===== src/rtl/rdpoll_pkg.sv =====
package rdpoll_pkg;

    typedef enum logic [1:0] {
        ST_IDLE   = 2'd0,
        ST_ARRAY  = 2'd1,
        ST_STATUS = 2'd2
    } rd_state_e;

    function automatic logic state_drives(input rd_state_e s);
        return (s != ST_IDLE);
    endfunction

endpackage


===== src/rtl/strobe_sync.sv =====
module strobe_sync #(
    parameter int STAGES = 2
) (
    input  logic clk,
    input  logic rst_n,
    input  logic d_n,
    output logic q_n
);
    logic [STAGES-1:0] chain_q;

    generate
        for (genvar i = 0; i < STAGES; i++) begin : g_stage
            if (i == 0) begin : g_first
                always_ff @(posedge clk or negedge rst_n) begin
                    if (!rst_n) chain_q[0] <= 1'b1;
                    else        chain_q[0] <= d_n;
                end
            end else begin : g_next
                always_ff @(posedge clk or negedge rst_n) begin
                    if (!rst_n) chain_q[i] <= 1'b1;
                    else        chain_q[i] <= chain_q[i-1];
                end
            end
        end
    endgenerate

    assign q_n = chain_q[STAGES-1];
endmodule


===== src/rtl/access_tracker.sv =====
module access_tracker (
    input  logic clk,
    input  logic rst_n,
    input  logic ce_s_n,
    input  logic oe_s_n,
    output logic active,
    output logic start
);
    logic active_q;

    assign active = ~ce_s_n & ~oe_s_n;

    always_ff @(posedge clk or negedge rst_n) begin
        if (!rst_n) active_q <= 1'b0;
        else        active_q <= active;
    end

    assign start = active & ~active_q;
endmodule


===== src/rtl/toggle_reg.sv =====
module toggle_reg (
    input  logic clk,
    input  logic rst_n,
    input  logic advance,
    output logic level
);
    logic level_q;

    always_ff @(posedge clk or negedge rst_n) begin
        if (!rst_n)       level_q <= 1'b0;
        else if (advance) level_q <= ~level_q;
    end

    assign level = level_q;
endmodule


===== src/rtl/status_overlay.sv =====
module status_overlay #(
    parameter int DW = 8
) (
    input  logic          use_status,
    input  logic [DW-1:0] last_data,
    input  logic          toggle_lvl,
    input  logic [DW-1:0] arr_rdata,
    output logic [DW-1:0] rd_word
);
    localparam int POLL_BIT = DW - 1;
    localparam int TOG_BIT  = DW - 2;

    logic [DW-1:0] status_word;

    always_comb begin
        status_word           = last_data;
        status_word[POLL_BIT] = ~last_data[POLL_BIT];
        status_word[TOG_BIT]  = toggle_lvl;
        rd_word = use_status ? status_word : arr_rdata;
    end
endmodule


===== src/rtl/rdpoll_responder.sv =====
module rdpoll_responder
    import rdpoll_pkg::*;
#(
    parameter int DW          = 8,
    parameter int SYNC_STAGES = 2
) (
    input  logic          clk,
    input  logic          rst_n,
    input  logic          ce_n,
    input  logic          oe_n,
    input  logic          busy,
    input  logic [DW-1:0] last_data,
    input  logic [DW-1:0] arr_rdata,
    output logic [DW-1:0] bus_dout,
    output logic          bus_oe
);
    logic      ce_s_n, oe_s_n;
    logic      active, start;
    logic      tog_lvl;
    logic      use_status;
    rd_state_e state_q, state_d;

    strobe_sync #(.STAGES(SYNC_STAGES)) u_ce_sync (
        .clk(clk), .rst_n(rst_n), .d_n(ce_n), .q_n(ce_s_n)
    );

    strobe_sync #(.STAGES(SYNC_STAGES)) u_oe_sync (
        .clk(clk), .rst_n(rst_n), .d_n(oe_n), .q_n(oe_s_n)
    );

    access_tracker u_trk (
        .clk(clk), .rst_n(rst_n), .ce_s_n(ce_s_n), .oe_s_n(oe_s_n),
        .active(active), .start(start)
    );

    toggle_reg u_tog (
        .clk(clk), .rst_n(rst_n), .advance(start & busy), .level(tog_lvl)
    );

    // Next-state logic
    always_comb begin
        state_d = state_q;
        unique case (state_q)
            ST_IDLE:   if (active) state_d = busy ? ST_STATUS : ST_ARRAY;
            ST_ARRAY:  if (!active) state_d = ST_IDLE;
                       else if (busy) state_d = ST_STATUS;
            ST_STATUS: if (!active) state_d = ST_IDLE;
                       else if (!busy) state_d = ST_ARRAY;
            default:   state_d = ST_IDLE;
        endcase
    end

    // State register
    always_ff @(posedge clk or negedge rst_n) begin
        if (!rst_n) state_q <= ST_IDLE;
        else        state_q <= state_d;
    end

    // Outputs
    always_comb begin
        bus_oe     = state_drives(state_q);
        use_status = (state_q == ST_STATUS);
    end

    status_overlay #(.DW(DW)) u_ovl (
        .use_status(use_status), .last_data(last_data), .toggle_lvl(tog_lvl),
        .arr_rdata(arr_rdata), .rd_word(bus_dout)
    );
endmodule


===== config.mk =====
export PLATFORM = sky130hd
export DESIGN_NAME = rdpoll_responder
export DESIGN_NICKNAME = d
export VERILOG_FILES = /design/src/rtl/rdpoll_pkg.sv /design/src/rtl/strobe_sync.sv /design/src/rtl/access_tracker.sv /design/src/rtl/toggle_reg.sv /design/src/rtl/status_overlay.sv /design/src/rtl/rdpoll_responder.sv
export SDC_FILE = /design/constraint.sdc
export NUM_CORES = 1
export LEC_CHECK = 0
export BUFFER_PORTS_ARGS = -buffer_cell sky130_fd_sc_hd__clkbuf_2
export CORE_MARGIN = 3
export CORE_UTILIZATION = 30
export CTS_CLUSTER_DIAMETER = 80
export DETAILED_ROUTE_END_ITERATION = 7
export PLACE_DENSITY = 0.63
export SYNTH_ARGS = -nofsm -noshare
export SYNTH_HDL_FRONTEND = slang
export SYNTH_SLANG_ARGS = --single-unit

===== constraint.sdc =====
create_clock -name clk -period 1.1 [get_ports clk]
set_input_delay 0.165 -clock clk [delete_from_list [all_inputs] [get_ports clk]]
set_output_delay 0.165 -clock clk [all_outputs]
set_load 0.01 [all_outputs]

* Word-level counts from Yosys, hierarchy flattened
Index checks and enable logic that the tools add are counted.
Widths: inputs -> output; s select.
** Operators by class
- $add $sub $neg :: 0
- Multiply operators :: 0
- Divide/modulo/power cells :: 0
- Order comparisons :: 0
- Equality and inequality tests :: 5
- Shifts and indexed selects :: 0
- Multiplexer cells :: 8
- Bitwise logic cells :: 8
- Reduce and logical (&&, ||, !) cells :: 3
** Operators with widths (number)
- $mux 2 :: 6
- $mux 8 :: 1
- $ne 3x3->1 const B :: 2
- $pmux 2 s3 :: 1
- $not 1->1 :: 5
- $and 1x1->1 :: 3
- $reduce_and 3->1 :: 1
- $eq 2x1->1 const B :: 1
- $eq 2x2->1 const B :: 1
- $logic_not 2->1 :: 1
- $ne 2x2->1 const B :: 1
- $reduce_bool 2->1 :: 1
** Storage, ports and cells
- Register bits after elaboration :: 8
- Latch bits :: 0
- Bits in writable memories :: 0
- Bits in read-only memories :: 0
- Bits of input ports :: 21
- Output and inout bits :: 9
- Logic and storage cells :: 31
- Memories kept :: 0

* Depth between registers and ports, before layout
- Depth after elaboration :: 4
- Mapped depth :: 3
- Depth with buffers taken out :: 2

* Hierarchy
A second synthesis with hierarchy kept.
** Unflattened totals
- Cell total of the unflattened synthesis :: 28
- Area total of the unflattened synthesis :: 401.6 µm²
** Modules (own cells, without submodules)
- status_overlay :: instances 1, cells each 10, area each 130.1 µm², sequential area each 0.0 µm²
- strobe_sync :: instances 2, cells each 2, area each 52.6 µm², sequential area each 52.6 µm²
- rdpoll_responder :: instances 1, cells each 9, area each 93.8 µm², sequential area each 50.0 µm²
- access_tracker :: instances 1, cells each 3, area each 38.8 µm², sequential area each 25.0 µm²
- toggle_reg :: instances 1, cells each 2, area each 33.8 µm², sequential area each 25.0 µm²

* Worst setup path after synthesis
Ideal clock, no wire load.
- Kind :: register to output
- From :: register state_q[0]
- To :: output port bus_dout[0]
- Data arrival time :: 0.969 ns
- Required time :: 0.935 ns
- Slack :: -0.034 ns
- Cell stages (with the launch flop) :: 4
- Path buffers :: 1
- Cells stage by stage :: dfrtp_1 nor2b_4 buf_6 mux2_4
** Between the ends
- Word-level cells in the longest chain between the ends :: 2
** RTL lines
- start: declaration :: RTL line rdpoll_responder.sv:21 : rd_state_e state_q, state_d;
- start signal: assignment :: RTL line rdpoll_responder.sv:56 : else state_q <= state_d;
- $eq 2x2->1 :: RTL line rdpoll_responder.sv:62 : use_status = (state_q == ST_STATUS);
- $mux 8 :: RTL line status_overlay.sv:19 : rd_word = use_status ? status_word : arr_rdata;
- end: declaration :: RTL line rdpoll_responder.sv:14 : output logic [DW-1:0] bus_dout,
Every way passes these cells.

* Worst setup path after layout
- From :: register state_q[0]
- To :: output port bus_dout[2]
Same word-level chain as after synthesis.

==> summary.txt <==
Critical path
  • CP Max Fanout: 8
  • Critical path arrival: 1.35 ns
  • WS Path Type: flop to output pin
  • Worst EP required: 0.94 ns
  • Critical Path Sink Type: output pin
  • Startpoint Class: flop

Floorplan
  • Die Ht: 42.59 µm
  • Chip Width: 42.59 µm
  • Core area: 1186 µm²
  • Starting density of the core: 33.86%
  • Die ar.: 1814 µm²
  • Num rows: 12
  • Top Ports: 30

Power and ir drop
  • Internal Power: 589.6 µW
  • Max IR drop VDD: 1.002 mV
  • Clock power share: 29.9%
  • Seq pwr share: 46.2%
  • P_sw: 173.2 µW
  • Sw frac: 22.71%
  • Static leakage: 0.0003493 µW
  • Pwr/cell area: 1135 nW/µm²
  • Comb power frac: 24.0%

Outcome
  • Outcome: finished with violations
  • Failing checks: negative setup slack

Synthesis
  • Top cells by area, synth: dfstp_2 (26%), mux2_4 (26%), dfrtp_1 (25%), nor4b_2 (3.7%), nor2b_4 (3.4%)
  • Mapped cell area: 401.6 µm²
  • Most common cell in the synthesized netlist: mux2_4
  • Yosys top cell area share: 26.17%
  • Cell accounting for the most synthesized area: dfstp_2
  • Cells after Synth: 26
  • Async SR Flop Fraction: 100.0%
  • Top_reg_cell synth: dfstp_2
  • Post-synth EDFFs: 0
  • Syn Area/Cell: 15.45 µm²
  • Synth Net Count: 47
  • Library cells used by synthesis: 14
  • Synth warnings: 0
  • Seq cells post-synth: 8
  • Sequential-to-total area share from yosys stat: 51.09%
  • Synth top cells by count: mux2_4 (7), dfrtp_1 (4), dfstp_2 (4)

Timing
  • Hold Vio Cnt, Final: 0
  • Fin. max-slew vios: 0
  • Final period util: 137.4%
  • Hold Slack: 0.1041 ns
  • Final worst slack: -0.4111 ns
  • Slew headroom: 78.67%
  • RSZ-0062 raised after global routing: true
  • Worst-Margin Slew: 0.3192 ns
  • Fmax: 661.8 MHz
  • Skew final: 0.01096 ns
  • Endpoints failing setup: 9
  • Fin crit period: 1.511 ns

Global routing
  • Largest net degree at the start of global routing: 9
  • GRT Residual Overflow: 0
  • First-pass GRT wire length: 1304 µm
  • All-Layer GR Usage: 9.629%
  • Initial antenna violation count: 0
  • Vias in the first global route: 330

Drt
  • Via count: 335
  • DR iter-0 viols: 1
  • WL/cell: 11.01 µm
  • Routed vias/inst: 4.351
  • Routed Wire Length: 848 µm
  • ANT nets after route: 0
  • First drt pass iteration count: 3
  • Post-route DRC violation count: 0

Cells and area
  • Final nets: 85
  • Layout area overhead: 67.29%
  • Layout cells sized above 1: 76.19%
  • Layout filler cell count: 97
  • N_diodes: 0
  • Final Util: 56.65%

Clock tree
  • CTS max path bufs: 2
  • H-tree levels: 1
  • Inserted Clock Buffers: 3
  • Worst skew pair latency: 0.25 ns
  • Post-CTS Setup Bufs: 0
  • Clock transition at the registers of the reported paths: 0.06 ns
  • Clock sink count: 8
  • CTS tree: built
  • Root buffer cell: clkbuf_4

Placed design
  • IO buf count: 28
  • Final Wtd Congestion: 0.6753
  • DP HPWL: 710.2 µm
  • Dpl ws: -0.1472 ns

Min path
  • Hold WC Path Type: input port to flop

Flow run
  • Total of max-cap violations: 0
worst max-delay path: stages (launching register included):
cell     delay, ns
dfrtp_1       0.40
nor2b_4       0.13
buf_12        0.14
mux2_4        0.30
buf_6         0.12
path summary, 6_finish.rpt:
| check | startpoint | to | slack, ns | cells past startpoint |
|---|---|---|---|---|
| worst max-delay path | state_q[0]$_DFFE_PN0P_ | bus_dout[2] | -0.41 | 4 |
| worst min-delay path | busy | state_q[0]$_DFFE_PN0P_ | 0.10 | 2 |
| worst max register to register | state_q[0]$_DFFE_PN0P_ | state_q[0]$_DFFE_PN0P_ | 0.05 | 2 |
| worst min register to register | u_oe_sync.chain_q[0]$_DFF_PN1_ | u_oe_sync.q_n$_DFF_PN1_ | 0.34 | 0 |
| max in group asynchronous | rst_n | u_oe_sync.chain_q[0]$_DFF_PN1_ | 0.56 | 2 |
| min in group asynchronous | rst_n | state_q[0]$_DFFE_PN0P_ | 0.29 | 2 |
placed cells by master (no fill, tap or decap):
cell           count
a2111oi_1          1
and3_1             1
buf_12             1
buf_2              1
buf_4              2
buf_6              5
clkbuf_1           1
clkbuf_2          22
clkbuf_4           3
dfrtp_1            4
dfstp_2            4
dlygate4sd3_1      3
inv_1              1
mux2_4             7
mux2i_1            1
nand2_1            1
nor2_1             1
nor2b_4            1
nor4b_2            1
or2_2              1
xor2_1             1
what timing repair did:
action | in CTS | in global routing
endpoints found under the setup margin | 9 | 10
hold buffers | 3 | 0
hold endpoints to repair | 10 | 0
resized for setup | 0 | 13
registers in the layout (all words and copies together), names as in the netlist:
register           count
u_oe_sync.q_n          1
u_oe_sync.chain_q      1
state_q                2
u_ce_sync.chain_q      1
u_ce_sync.q_n          1
u_tog.level            1
u_trk.active_q         1
routing by layer:
layer  up-vias  track usage [%]  share of wire [%]
li1        164                -                  -
met1       146            7.388                 32
met2        25            20.06                 55
met3         0            5.150                 13
met4         0            1.863                  0
met5         -                0                  0
kinds of logic after synthesis:
group                     synth area share, %
AOI/OAI and AO/OA                       2.181
DFF                                     51.09
and+or+nand+nor                         12.15
xor gates and xnor gates                2.181
muxes                                   28.66
buffers and inverters                   3.737
cell type report:
class / count / area (µm²) / share of cell area, %
Inverter: 1 / 3.754 / 0.5587
Timing Repair Buffer: 34 / 236.5 / 35.20
Clock buffer: 4 / 26.28 / 3.911
Multi-Input combinational cell: 16 / 182.7 / 27.19
Tap cell: 14 / 17.52 / 2.607
Sequential cell: 8 / 205.2 / 30.54
power groups by stage:
stage | sequential, µW | combinational (µW) | clock [µW]
6_report | 352 | 183 | 228
4_1_cts | 353 | 165 | 241
2_1_floorplan | 354 | 80.0 | 0
3_3_place_gp | 356 | 152 | 0
5_1_grt | 357 | 197 | 259
3_5_place_dp | 357 | 156 | 0
per-stage QoR:
step	total power, µW	cells	area (µm²)	setup TNS (ns)
3_3_place_gp	507.8	70	583.1	-1.015
4_1_cts	758.6	77	639.4	-3.560
5_1_grt	813.2	77	671.9	-3.868
3_5_place_dp	513.7	70	583.1	-1.059
2_1_floorplan	433.5	26	401.6	-0.2455
6_report	762.8	77	671.9	-3.392
No activity file was read; power rests on OpenSTA's default activity.
